**src/rtl/fracbaud_pkg.sv**
```systemverilog
package fracbaud_pkg;

   typedef enum logic {
      OS_X16 = 1'b0,
      OS_X8  = 1'b1
   } os_sel_e;

   // last count of the oversampling stage for a given select
   function automatic int unsigned os_last(input int unsigned os_w, input os_sel_e sel);
      return (sel == OS_X8) ? ((1 << (os_w - 1)) - 1) : ((1 << os_w) - 1);
   endfunction

endpackage

```
**src/rtl/fb_frac_modctl.sv**
```systemverilog
module fb_frac_modctl #(
   parameter int unsigned FP_W = 3
) (
   input  logic                        clk,
   input  logic                        rst_n,
   input  logic                        clr_i,
   input  logic                        step_i,
   input  logic [(FP_W>0?FP_W:1)-1:0]  fp_i,
   output logic                        stretch_o
);
   localparam int unsigned AW = (FP_W > 0) ? FP_W : 1;

   generate
      if (FP_W == 0) begin : g_nofrac
         assign stretch_o = 1'b0;
      end else begin : g_frac
         logic [AW-1:0] acc_q;
         logic [AW:0]   sum;

         assign sum       = {1'b0, acc_q} + {1'b0, fp_i};
         assign stretch_o = sum[AW];

         always_ff @(posedge clk or negedge rst_n) begin
            if (!rst_n) begin
               acc_q <= '0;
            end else if (clr_i) begin
               acc_q <= '0;
            end else if (step_i) begin
               acc_q <= sum[AW-1:0];
            end
         end

         AST_NO_STRETCH_ZERO_FRAC: assert property (@(posedge clk) disable iff (!rst_n)
            (fp_i == '0 && acc_q == '0 && step_i && !clr_i) |=> (acc_q == '0))
            else $error("accumulator moved with zero fraction");
      end
   endgenerate
endmodule

```
**src/rtl/fb_period_div.sv**
```systemverilog
module fb_period_div #(
   parameter int unsigned CD_W = 16
) (
   input  logic            clk,
   input  logic            rst_n,
   input  logic            clr_i,
   input  logic            en_i,
   input  logic [CD_W-1:0] cd_i,
   input  logic            stretch_i,
   output logic            end_o,
   output logic            counting_o
);
   localparam logic [CD_W-1:0] ONE = CD_W'(1);

   logic [CD_W-1:0] cnt_q;
   logic            idle, bypass, last;

   assign idle       = (cd_i == '0);
   assign bypass     = (cd_i == ONE);
   assign counting_o = !idle && !bypass;
   assign last       = stretch_i ? (cnt_q == cd_i) : (cnt_q == cd_i - ONE);
   assign end_o      = en_i && !idle && (bypass || last);

   always_ff @(posedge clk or negedge rst_n) begin
      if (!rst_n) begin
         cnt_q <= '0;
      end else if (clr_i) begin
         cnt_q <= '0;
      end else if (en_i && counting_o) begin
         cnt_q <= last ? '0 : cnt_q + ONE;
      end
   end

   AST_CNT_BOUND: assert property (@(posedge clk) disable iff (!rst_n)
      cnt_q <= cd_i)
      else $error("divisor counter passed the divisor");

   AST_NO_EN_NO_END: assert property (@(posedge clk) disable iff (!rst_n)
      (!en_i && !clr_i) |=> $stable(cnt_q))
      else $error("divisor counter moved without an enable");
endmodule

```
**src/rtl/fb_os_div.sv**
```systemverilog
module fb_os_div
   import fracbaud_pkg::*;
#(
   parameter int unsigned OS_W = 4
) (
   input  logic    clk,
   input  logic    rst_n,
   input  logic    clr_i,
   input  logic    step_i,
   input  os_sel_e sel_i,
   output logic    wrap_o
);
   localparam logic [OS_W-1:0] LAST16 = OS_W'(os_last(OS_W, OS_X16));
   localparam logic [OS_W-1:0] LAST8  = OS_W'(os_last(OS_W, OS_X8));

   logic [OS_W-1:0] cnt_q;
   logic [OS_W-1:0] last_val;

   assign last_val = (sel_i == OS_X8) ? LAST8 : LAST16;
   assign wrap_o   = step_i && (cnt_q == last_val);

   always_ff @(posedge clk or negedge rst_n) begin
      if (!rst_n) begin
         cnt_q <= '0;
      end else if (clr_i) begin
         cnt_q <= '0;
      end else if (step_i) begin
         cnt_q <= wrap_o ? '0 : cnt_q + OS_W'(1);
      end
   end

   AST_OS_BOUND: assert property (@(posedge clk) disable iff (!rst_n)
      cnt_q <= last_val)
      else $error("oversampling counter out of range");
endmodule

```
**src/rtl/fracbaud_gen.sv**
```systemverilog
module fracbaud_gen
   import fracbaud_pkg::*;
#(
   parameter int unsigned CD_W = 16,
   parameter int unsigned FP_W = 3,
   parameter int unsigned OS_W = 4
) (
   input  logic        clk,
   input  logic        rst_n,
   input  logic        load_i,
   input  logic [15:0] div_i,
   input  logic [2:0]  frac_i,
   input  logic        over_i,
   input  logic        async_i,
   input  logic        clk_en_i,
   output logic        samp_tick_o,
   output logic        baud_tick_o
);
   localparam int unsigned AW = (FP_W > 0) ? FP_W : 1;
   localparam logic [CD_W-1:0] ONE = CD_W'(1);

   generate
      if (CD_W < 2 || CD_W > 16) begin : g_bad_cd
         $error("CD_W must lie in 2..16");
      end
      if (FP_W > 3) begin : g_bad_fp
         $error("FP_W must not exceed the 3-bit fraction port");
      end
      if (OS_W < 2) begin : g_bad_os
         $error("OS_W must be at least 2");
      end
   endgenerate

   // captured settings
   logic [CD_W-1:0] cd_q;
   logic [AW-1:0]   fp_q;
   os_sel_e         over_q;
   logic            async_q;

   always_ff @(posedge clk or negedge rst_n) begin
      if (!rst_n) begin
         cd_q    <= '0;
         fp_q    <= '0;
         over_q  <= OS_X16;
         async_q <= 1'b0;
      end else if (load_i) begin
         cd_q    <= CD_W'(div_i);
         fp_q    <= AW'(frac_i);
         over_q  <= os_sel_e'(over_i);
         async_q <= async_i;
      end
   end

   logic [AW-1:0] fp_eff;
   logic          stretch, pend, counting, os_wrap, en_eff;

   assign fp_eff = async_q ? fp_q : '0;
   assign en_eff = clk_en_i && !load_i;

   fb_frac_modctl #(.FP_W(FP_W)) u_modctl (
      .clk       (clk),
      .rst_n     (rst_n),
      .clr_i     (load_i),
      .step_i    (pend && counting),
      .fp_i      (fp_eff),
      .stretch_o (stretch)
   );

   fb_period_div #(.CD_W(CD_W)) u_period (
      .clk        (clk),
      .rst_n      (rst_n),
      .clr_i      (load_i),
      .en_i       (en_eff),
      .cd_i       (cd_q),
      .stretch_i  (stretch),
      .end_o      (pend),
      .counting_o (counting)
   );

   fb_os_div #(.OS_W(OS_W)) u_os (
      .clk    (clk),
      .rst_n  (rst_n),
      .clr_i  (load_i),
      .step_i (pend),
      .sel_i  (over_q),
      .wrap_o (os_wrap)
   );

   logic samp_q, baud_q;

   always_ff @(posedge clk or negedge rst_n) begin
      if (!rst_n) begin
         samp_q <= 1'b0;
         baud_q <= 1'b0;
      end else begin
         samp_q <= pend;
         baud_q <= os_wrap;
      end
   end

   assign samp_tick_o = samp_q;
   assign baud_tick_o = baud_q;

   AST_CD0_SILENT: assert property (@(posedge clk) disable iff (!rst_n)
      (cd_q == '0) |-> (!samp_tick_o && !baud_tick_o))
      else $error("tick with zero divisor");

   AST_BYPASS_PASS: assert property (@(posedge clk) disable iff (!rst_n)
      (cd_q == ONE && clk_en_i && !load_i) |=> samp_tick_o)
      else $error("bypass dropped an enable");

   AST_TICK_NEEDS_EN: assert property (@(posedge clk) disable iff (!rst_n)
      samp_tick_o |-> $past(clk_en_i))
      else $error("sampling tick without an enable");

   AST_BAUD_ON_SAMP: assert property (@(posedge clk) disable iff (!rst_n)
      baud_tick_o |-> samp_tick_o)
      else $error("bit-rate tick off a sampling tick");

   AST_LOAD_QUIET: assert property (@(posedge clk) disable iff (!rst_n)
      $past(load_i) |-> (!samp_tick_o && !baud_tick_o))
      else $error("tick right after a load");
endmodule

```
**config.mk**
```make
export PLATFORM = sky130hd
export DESIGN_NAME = fracbaud_gen
export DESIGN_NICKNAME = d
export VERILOG_FILES = /design/src/rtl/fracbaud_pkg.sv /design/src/rtl/fb_frac_modctl.sv /design/src/rtl/fb_period_div.sv /design/src/rtl/fb_os_div.sv /design/src/rtl/fracbaud_gen.sv
export SDC_FILE = /design/constraint.sdc
export NUM_CORES = 1
export LEC_CHECK = 0
export BUFFER_PORTS_ARGS = -buffer_cell sky130_fd_sc_hd__clkbuf_2
export CORE_MARGIN = 4
export CORE_UTILIZATION = 40
export CTS_BUF_LIST = sky130_fd_sc_hd__clkbuf_2
export DETAILED_ROUTE_END_ITERATION = 10
export HOLD_SLACK_MARGIN = 0.15
export SYNTH_ARGS = -nofsm -noshare
export SYNTH_HDL_FRONTEND = slang
export SYNTH_SLANG_ARGS = --single-unit
```
**constraint.sdc**
```tcl
create_clock -name clk -period 8.45 [get_ports clk]
set_clock_uncertainty 0.15 [all_clocks]
set_input_delay 0.4225 -clock clk [delete_from_list [all_inputs] [get_ports clk]]
set_output_delay 0.4225 -clock clk [all_outputs]
set_load 0.02 [all_outputs]
```
### Yosys cells after proc, flatten, opt, wreduce, memory -nomap -nowiden

Index checks and enable logic that the tools add are counted.
Widths: inputs -> output; s select.

* register bits after elaboration: 46
* input port bits: 25
* output and inout bits: 2
* logic and storage cells: 43

* add/sub/neg operators: 4
* equal/unequal tests: 4
* muxes and demuxes: 11
* reductions and logical operators: 15

Operator list (number)
* $mux 16: 3
* $eq 16x16->1: 2
* $add 16x1->16 const B: 1
* $eq 16x1->1 const B: 1
* $logic_not 16->1: 1
* $mux 4: 4
* $sub 16x1->16 const B: 1
* $mux 3: 3
* $logic_and 1x1->1: 7
* $reduce_bool 2->1: 3
* $add 3x3->4: 1
* $add 4x1->4 const B: 1
* $eq 4x4->1: 1
* $logic_not 1->1: 3
* $logic_or 1x1->1: 1
* $mux 1: 1

### Depth between registers and ports, before layout

Gate-level depths: netlist of run 1.

* depth in word-level cells: 9
* mapped depth: 12

### Cells and area by module

From an unflattened synthesis of run 1, not the netlist that was laid out.

* cells, all modules: 266
* area, all modules: 2706.3 um^2

Modules (own cells, without submodules)
* fb_period_div: instances 1, cells an instance 175, area an instance 1420.1 um^2, sequential area each 400.4 um^2
* fracbaud_gen: instances 1, cells an instance 51, area an instance 865.8 um^2, sequential area each 575.6 um^2
* fb_os_div: instances 1, cells an instance 24, area an instance 219.0 um^2, sequential area each 100.1 um^2
* fb_frac_modctl: instances 1, cells an instance 16, area an instance 201.4 um^2, sequential area each 75.1 um^2

### Worst setup path before layout of run 1

No wires, ideal clock.

* kind: register to register
* from: register cd_q[2]
* to: register u_os.cnt_q[1]
* library setup time: 0.128 ns
* arrival time: 2.976 ns
* data required time: 8.172 ns
* slack: 5.197 ns
* cell stages (with the launch flop): 11
* clock period less this slack: 3.253 ns
* cell sequence: dfrtp_1 > buf_6 > or4_4 > buf_6 > a211o_1 > o31a_1 > nand2b_1 > or4_1 > nor4b_2 > a32oi_1 > mux2_1

* longest elaborated chain between the ends: 9
* elaborated cells between the ends (all ways): 15

Ends and longest elaborated chain
* start, declared: line fracbaud_gen.sv:35 `logic [CD_W-1:0] cd_q;`
* start signal, assigned: line fracbaud_gen.sv:47 `cd_q <= CD_W'(div_i);`
* $sub 16x1->16: line fb_period_div.sv:21 `assign last = stretch_i ? (cnt_q == cd_i) : (cnt_q == cd_i - ONE);`
* $eq 16x16->1: line fb_period_div.sv:21
* $mux 1: line fb_period_div.sv:21
* $logic_or 1x1->1: line fb_period_div.sv:22 `assign end_o = en_i && !idle && (bypass || last);`
* $logic_and 1x1->1 *: line fb_period_div.sv:22
* $logic_and 1x1->1: line fb_os_div.sv:20 `assign wrap_o = step_i && (cnt_q == last_val);`
* $mux 4: line fb_os_div.sv:28 `cnt_q <= wrap_o ? '0 : cnt_q + OS_W'(1);`
* $mux 4: line fb_os_div.sv:27 `end else if (step_i) begin`
* $mux 4: line fb_os_div.sv:25 `end else if (clr_i) begin`
* end signal, assigned: line fb_os_div.sv:28
* end, declared: line fb_os_div.sv:16 `logic [OS_W-1:0] cnt_q;`

Mark *: on every way between the ends. The rest lies on a longest branch, timed or not. The select of a mux whose other input is x is not followed.
A chain may end at the register's enable or synchronous reset.

### Worst setup path in the final report of run 1

* from: register async_q
* to: register u_period.cnt_q[11]

* longest elaborated chain between the ends: 6

Ends and longest elaborated chain
* start, declared: line fracbaud_gen.sv:38 `logic async_q;`
* start signal, assigned: line fracbaud_gen.sv:50 `async_q <= async_i;`
* $mux 3: line fracbaud_gen.sv:57 `assign fp_eff = async_q ? fp_q : '0;`
* $add 3x3->4: line fb_frac_modctl.sv:20 `assign sum = {1'b0, acc_q} + {1'b0, fp_i};`
* $mux 1: line fb_period_div.sv:21
* $mux 16: line fb_period_div.sv:30 `cnt_q <= last ? '0 : cnt_q + ONE;`
* $mux 16: line fb_period_div.sv:29 `end else if (en_i && counting_o) begin`
* $mux 16: line fb_period_div.sv:27 `end else if (clr_i) begin`
* end signal, assigned: line fb_period_div.sv:30
* end, declared: line fb_period_div.sv:15 `logic [CD_W-1:0] cnt_q;`

No other way between the ends. The select of a mux whose other input is x is not followed.

==> impl.org, run 1 <==
** Status
- The run finished with clean final reports.

** Final layout
- The net count of the finished layout is about 380.
- Summing all multi-input logic gate instances after layout gives ~1800 µm².
- The finished layout holds around 450 standard cells, fillers aside.
- The sequential cells in the finished layout cover a total of around 1200 µm².
- Layout overhead on the synthesized area :: 14.4%
- Counting the fill cells in the layout gives just over 700.
- The number of antenna diodes in the final layout is 0.
- Share of post-route cells with drive strength above 1 :: 0.207

** Place
- Routability-driven placement finished with a final weighted congestion of between 0.7 and 0.8.
- Worst setup slack after placement :: between 4 and 5 ns
- Summed over all nets, the half-perimeter wirelength after detailed placement is ~4800 µm.
- During placement, the flow inserted port buffers numbering 26.
- Once placement completed, the tool counted placed cells totaling between 400 and 500.

** Worst setup path
- The worst setup path is launched from a flip-flop.
- The largest single stage delay on the critical path is between 0.4 and 0.5 ns.
- STA classifies the critical path endpoint as a flip-flop.
- The critical path goes through and2_1, ha_1, or3_1, a211o_1, o31a_1, a2111o_1, nor4_4, o211ai_2, a31o_2, a22o_1.
- Critical-path cell with the highest stage delay :: sky130_fd_sc_hd__o211ai_2
- The worst register-to-register path has a depth of 10.
- Class of the most critical setup path :: reg2reg
- Of all nets on the critical path, the largest fanout is 23.
- Arrival time worst endpoint :: between 4 and 5 ns
- At the worst endpoint, the required time is approximately 8.6 ns.

** Timing
- The number of slew-limit violations in the final report was 0.
- For the finished layout, the period the worst path requires is ~3.9 ns.
- Total setup violations reported at the end of the flow :: 0
- Summed over all failing endpoints, the final setup total negative slack is 0 ns.
- Final worst path period share :: 0.459
- Setup repair after global routing left no endpoint under its margin.
- Derived from the worst setup path, the maximum achievable clock frequency is approximately 260 MHz.
- Transition time of the tightest slew-check pin :: between 1 and 1.5 ns
- In the post-route analysis, the smallest setup slack over all paths is between 4 and 5 ns.
- On the final layout, the worst hold slack is between 0.2 and 0.25 ns.
- In this run the tightest slew margin relative to its limit is 0.250.
- The final-report hold violation count came to 0.

** Power and ir drop
- The share of total power dissipated in sequential elements is 0.592.
- Sw frac :: 0.301
- Psw :: 0.000126 W
- Static leakage :: approximately 1.5 nW
- The internal power of the cells totals between 0.0002 and 0.0003 W.
- Power share of the combinational group :: 0.193
- Overall Power :: around 0.00042 W
- Clk network pwr share :: 0.215
- Total power density per cell area :: roughly 120 nW/µm²
- Highest ir drop seen on vdd :: about 70 µV

** Synth
- Synthesis produced a netlist with a net count of 339.
- Average cell area after synthesis :: 9.87 µm²
- After synthesis the netlist holds a flip-flop and latch count of between 40 and 50.
- Share of the synthesized area in compound gates (AO/OA/AOI/OAI) :: 0.135
- Synthesis handed over a netlist of approximately 300 instances.
- Warnings, synthesis :: 0
- Fraction of post-synthesis cell area in the top cell type by area :: 0.381
- Library cell with the largest summed area after synthesis :: sky130_fd_sc_hd__dfrtp_1
- By area, the combinational part of the netlist is dominated by simple AND/OR/NAND/NOR gates.
- The most used flip-flop cell after synthesis is sky130_fd_sc_hd__dfrtp_1.
- Counting flops with a built-in enable in the synthesized netlist gives 0.
- Of the post-synthesis cell area, the part taken by muxes is 0.109.
- Syn Std Cell Area :: between 3000 and 4000 µm²
- Simple-gate portion of the synthesized area :: 0.225
- Adder-cell area share of the yosys netlist :: 0.0356
- Among all cell types in the netlist, the one instantiated most often is sky130_fd_sc_hd__dfrtp_1.
- Sequential share of the synthesized area :: 0.381
- Synthesis instantiated 55 different standard cells from the library.
- Yosys attributes the largest share of cell area to sky130_fd_sc_hd__dfrtp_1 (38%), sky130_fd_sc_hd__mux2_2 (8.2%), sky130_fd_sc_hd__xnor2_1 (3.8%).
- Of the total synthesized cell area, the portion taken by XOR and XNOR cells is 0.0754.
- Commonest cells in the netlist :: sky130_fd_sc_hd__dfrtp_1 (46), sky130_fd_sc_hd__nand2_1 (25), sky130_fd_sc_hd__mux2_2 (22), sky130_fd_sc_hd__nand3_1 (18), sky130_fd_sc_hd__nor2_1 (14)
- Ys async rst share :: 1.00

** Clock tree
- Sink count of the clock tree :: 46
- Clock-pin slew was measured on the worst setup and hold paths at about 0.24 ns.
- Clock tree from TritonCTS :: yes
- The number of setup buffers added after CTS is 0.
- Counting the buffers created by CTS gives 5.
- Number of levels in the clock H-tree :: 2
- The clock reaches the later pin of the worst-skew pair after between 0.4 and 0.5 ns.
- Number of buffers between clock root and the deepest sink :: 2
- Cell chosen for the clock root :: sky130_fd_sc_hd__clkbuf_2

** Floorplan
- Effective utilization at floorplan :: 0.414
- Site Rows :: 31
- Width of the chip :: 94.9 µm
- Boundary pin count :: 27
- From bottom edge to top edge, the die measures between 90 and 100 µm.
- Die outline area :: about 9000 µm²
- The total area inside the core boundary comes to ~7300 µm².

** Routing
- Detailed-route DRC error count :: 0
- Vias per cell :: about 5.4
- Summed over all layers, the routed wires come to between 6000 and 7000 µm.
- Drt first-iter violations :: approximately 110
- WL/cell :: roughly 15 µm
- The final route contains 2404 vias.
- For this run, the detailed router's first-pass iteration total came to 7.
- The detail route stage leaves a number of antenna-violating nets equal to 0.

** Flow run
- The tool flagged a number of max-cap violations equal to 0.

** Min path
- Hold depth :: 3
- Worst hold path class :: in2reg

** Global route
- Across every metal layer, demand over resource in global routing totals 0.163.
- Largest net degree at the start of global routing :: between 40 and 50
- The number of antenna violations at the first check in global routing was 0.
- First-pass GRT wire length :: about 12000 µm
- Number of global-route vias before repair :: between 2000 and 2500
- For this run the aggregate overflow at the end of global routing stands at 0.
timing repair:
item | CTS | global route
hold endpoints to repair | 67 | 0
resized for setup | 0 | 0
hold buffers | 22 | 0
worst paths after layout:
kind                       slack, ns                       end      from
setup / recovery                4.57        u_period.cnt_q[11]   async_q
hold / removal                  0.21  u_modctl.g_frac.acc_q[1]  clk_en_i
setup reg to reg                4.57        u_period.cnt_q[11]   async_q
hold reg to reg                 0.39                   fp_q[0]   fp_q[0]
max in group asynchronous       7.29        u_period.cnt_q[12]     rst_n
min in group asynchronous       0.44                   fp_q[0]     rst_n
state kept, by name, summed over array words and instances, names as in the netlist:
register,cells
cd_q,16
u_period.cnt_q,16
u_os.cnt_q,4
fp_q,3
u_modctl.g_frac.acc_q,3
async_q,1
baud_tick_o,1
over_q,1
samp_tick_o,1
per-stage QoR:
| stage | util | instance area, µm² |
|---|---|---|
| 2_1_floorplan | - | 3020 |
| 3_3_place_gp | 0.438 | 3200 |
| 3_5_place_dp | 0.438 | 3200 |
| 4_1_cts | 0.474 | 3460 |
| 5_1_grt | 0.474 | 3460 |
| 6_report | 0.474 | 3460 |
worst max-delay path: cells and delay by family (launching register included):
family          cells  cell delay, ns
compound gates      6            2.08
fa+ha+maj           1            0.19
flops               1            0.46
simple gates        3            0.90
layer usage:
metal	vias up	global-route usage	wire length, µm
met1	1155	0.214	3060
met2	48	0.277	3220
li1	1197	-	-
met4	0	0.0385	55
met3	4	0.0295	314
met5	-	0	0
placed cells by master, fill, tap and decap left out, drive strengths merged, types with 3 or more instances in the layout:
cell         instances
xor2                13
clkbuf              32
or2                  4
dlygate4sd3         22
a21oi                3
ha                   7
nor2b                6
o41ai                3
a2111oi              3
dfrtp               46
a31oi                8
mux2                23
nand2               25
xnor2               13
nor4                 5
inv                  9
nor2                14
nand2b               6
and2                 4
o21ai               14
and3                10
nor3                 9
or4                  6
nand3               18
or3                  5
a32oi                3
mux2i                7
area by class of cell:
class,instances,share of cell area
multi-input cells,235,0.507
clock buffers,6,0.00869
flip-flops and latches,46,0.333
well taps,99,0.0358
clock inverters,2,0.00253
inverters,9,0.00978
repair buffers,49,0.104
cell families after synthesis:
family | count (synthesis)
flops | 46
mux | 30
compound gates | 50
fa+ha+maj | 8
xor+xnor | 26
simple gates | 121
buf+inv | 25
power by group through the flow:
stage / Sequential (W) / Clock, W / Combinational [W]
final: 0.000247 / 0.0000899 / 0.0000806
after global routing: 0.000250 / 0.000101 / 0.0000904
after CTS: 0.000247 / 0.0000962 / 0.0000814
after detailed placement: 0.000251 / 0 / 0.0000729
after global placement: 0.000251 / 0 / 0.0000717
after floorplan: 0.000245 / 0 / 0.0000566
Power figures use the tool's default switching activity.
==> run 2, diff against run 1 <==
clock period = 3.95 ns   (was 8.45 ns; I/O delays follow)
==> run 2 against run 1 <==
Critical path depth up 1. Combinational power up 110%. Worst setup slack got worse by 4.3 ns. Utilization grew 0.39 points. Routed wire length down 1.4%. Clock power is 110% higher. Register-to-register slack worse by 4.3 ns. Sequential share of layout area down 0.28 points. First-iteration DRC count fell by 34%. Worst hold slack better by 0.027 ns.
==> impl.org, run 2 (synthesis gave the netlist of run 1 again) <==
** Final layout
- In the final layout, the registers with the most flip-flops are cd_q (16), u_period.cnt_q (16), u_os.cnt_q (4).
- The net count of the finished layout is roughly 380.
- Commonest non-fill, non-tap cell in the layout :: sky130_fd_sc_hd__dfrtp_1
- Layout overhead on the synthesized area :: 15.4%
- Leading cell types in the layout, fill and taps excluded :: sky130_fd_sc_hd__dfrtp_1 (46), sky130_fd_sc_hd__clkbuf_2 (33), sky130_fd_sc_hd__nand2_1 (25)
- The number of antenna diodes in the final layout is 0.
- Share of post-route cells with drive strength above 1 :: 0.214

** Power and ir drop
- Internal Dissipation :: ~0.00063 W
- In this run the static leakage power is 1.48 nW.
- Relative contribution of sequential cells to total power :: 0.593
- Total power density per cell area :: roughly 260 nW/µm²
- Highest ir drop seen on vdd :: approximately 160 µV
- Sw frac :: 0.295
- Clk network pwr share :: 0.212
- Summed over all nets, the switching power comes to 0.000263 W.
- The share of total power dissipated in combinational logic is 0.194.

** Worst setup path
- The worst setup path is launched from a flip-flop.
- The worst setup path is of the reg2reg kind.
- Reg-to-Reg End :: u_period.cnt_q[14]
- Critical Path End Type :: flip-flop
- Number of cells on the worst reg-to-reg path :: 11
- In this run the register-to-register setup slack is ~0.29 ns.
- Tracing the worst setup path back leads to its startpoint at async_q.
- Arrival time worst endpoint :: about 3.8 ns
- Critical Path Fanout Max :: 17
- Launching point of the worst reg2reg path :: async_q
- Data on the critical path is required at its endpoint by around 4.1 ns.

** Clock tree
- The tree is rooted in a sky130_fd_sc_hd__clkbuf_2.
- In this run the number of H-tree levels came out at 2.
- Clk slew on worst S/H paths :: ~0.22 ns
- After clock tree synthesis, the flow added hold-fix buffers numbering 23.
- Clock buffer count from CTS :: 5
- The clock passes through at most 2 buffers.
- Sink count of the clock tree :: 46
- Buffers inserted by post-CTS timing repair :: 0
- The later pin in the worst-skew pair is clocked with a latency of 0.40 ns.
- Clock tree from TritonCTS :: yes
- # resized after CTS :: 0

** Status
- Status :: finished clean

** Floorplan
- Die outline area :: about 9000 µm²
- Site Rows :: 31
- Area of the core region :: about 7300 µm²
- For this design the top-level I/O count stands at 27.
- Measured along the x axis, the die boundary spans roughly 95 µm.
- Effective utilization at floorplan :: 0.414
- The floorplan step set the die height to between 90 and 100 µm.

** Flow run
- Across the run, the number of max-cap violations was 0.

** Timing
- Final hold violation count :: 0
- Number of pins with negative max-slew slack in the final report :: 0
- Transition time of the tightest slew-check pin :: ~1 ns
- Min Clock Period, post-route :: approximately 3.7 ns
- Total setup violations reported at the end of the flow :: 0
- For this run, the top clock speed supported by timing is ~270 MHz.
- Final worst path period share :: 0.925
- Setup repair after global routing left no endpoint under its margin.
- Total negative slack :: 0 ns
- Headroom to the max-slew limit came out at 0.318.
- Smallest hold slack :: around 0.24 ns

** Routing
- The detailed router placed approximately 2400 vias in this run.
- Using the TritonRoute via totals, the vias-per-cell ratio works out to approximately 5.4.
- Detailed-route DRC error count :: 0
- Count of TritonRoute iterations in the first routing pass :: 4
- WL/cell :: 14.6 µm
- The count of nets left with antenna violations once routing finished came out at 0.
- Detailed-route wire length :: approximately 6600 µm
- After the first detailed-routing iteration, the DRC count stood at 70.

** Global route
- Across every metal layer, demand over resource in global routing totals 0.161.
- Total overflow reported by the global router :: 0
- Antenna violations before repair :: 0
- Entering global routing, the biggest net connects 47 pins.
- First-pass GRT wire length :: 11400 µm
- The number of global-route vias before repair was roughly 2300.

** Place
- DPL Wire Length :: ~4700 µm
- At the end of routability-driven placement, the weighted congestion stood at between 0.9 and 1.
- Number of port buffers :: 26

** Min path
- Worst hold path class :: in2async
run 2: worst max-delay path by stage:
stage / endpoint / cells after the start
floorplan: u_os.cnt_q[1] / 10
global route: u_period.cnt_q[15] / 11
global placement: u_period.cnt_q[15] / 11
finish: u_period.cnt_q[14] / 11
detailed placement: u_period.cnt_q[3] / 11
CTS: u_period.cnt_q[15] / 11
run 2: critical path, cell delays in order, from the launching register on:
cell and delay [ns]:
sky130_fd_sc_hd__dfrtp_1 0.45, sky130_fd_sc_hd__and2_1 0.17, sky130_fd_sc_hd__ha_1 0.19, sky130_fd_sc_hd__or3_1 0.44, sky130_fd_sc_hd__a211o_1 0.30, sky130_fd_sc_hd__o31a_1 0.32
sky130_fd_sc_hd__a2111o_1 0.43, sky130_fd_sc_hd__nor4_4 0.27, sky130_fd_sc_hd__o211ai_2 0.26, sky130_fd_sc_hd__buf_4 0.27, sky130_fd_sc_hd__nand2_1 0.16, sky130_fd_sc_hd__o21ai_0 0.12
run 2: area by class of cell:
class | instances | area (µm²)
inverters | 9 | 33.8
multi-input cells | 235 | 1750
repair buffers | 53 | 390
flip-flops and latches | 46 | 1150
clock buffers | 7 | 35.0
well taps | 99 | 124
fillers | 725 | 3810
run 2: metrics by stage:
stage / std cells / setup slack [ns] / total power [W] / instance area [µm²] / util
finish: 449 / 0.295 / 0.000891 / 3480 / 0.478
CTS: 449 / 0.271 / 0.000909 / 3480 / 0.478
floorplan: 306 / 0.697 / 0.000644 / 3020 / -
global placement: 419 / 0.334 / 0.000691 / 3220 / 0.441
global route: 449 / 0.0141 / 0.000954 / 3480 / 0.478
detailed placement: 419 / 0.329 / 0.000695 / 3220 / 0.441
run 2: power by group through the flow:
| stage | clock network (W) | logic [W] | registers [W] |
|---|---|---|---|
| final | 0.000189 | 0.000173 | 0.000529 |
| after global routing | 0.000224 | 0.000195 | 0.000535 |
| after CTS | 0.000204 | 0.000175 | 0.000530 |
| after detailed placement | 0 | 0.000157 | 0.000538 |
| after global placement | 0 | 0.000154 | 0.000537 |
| after floorplan | 0 | 0.000121 | 0.000523 |
run 2: routing by layer:
metal	wire length, µm	up-vias	global-route usage
li1	-	1209	-
met1	3210	1156	0.220
met2	3050	39	0.258
met3	229	6	0.0311
met4	70	0	0.0469
met5	0	-	0
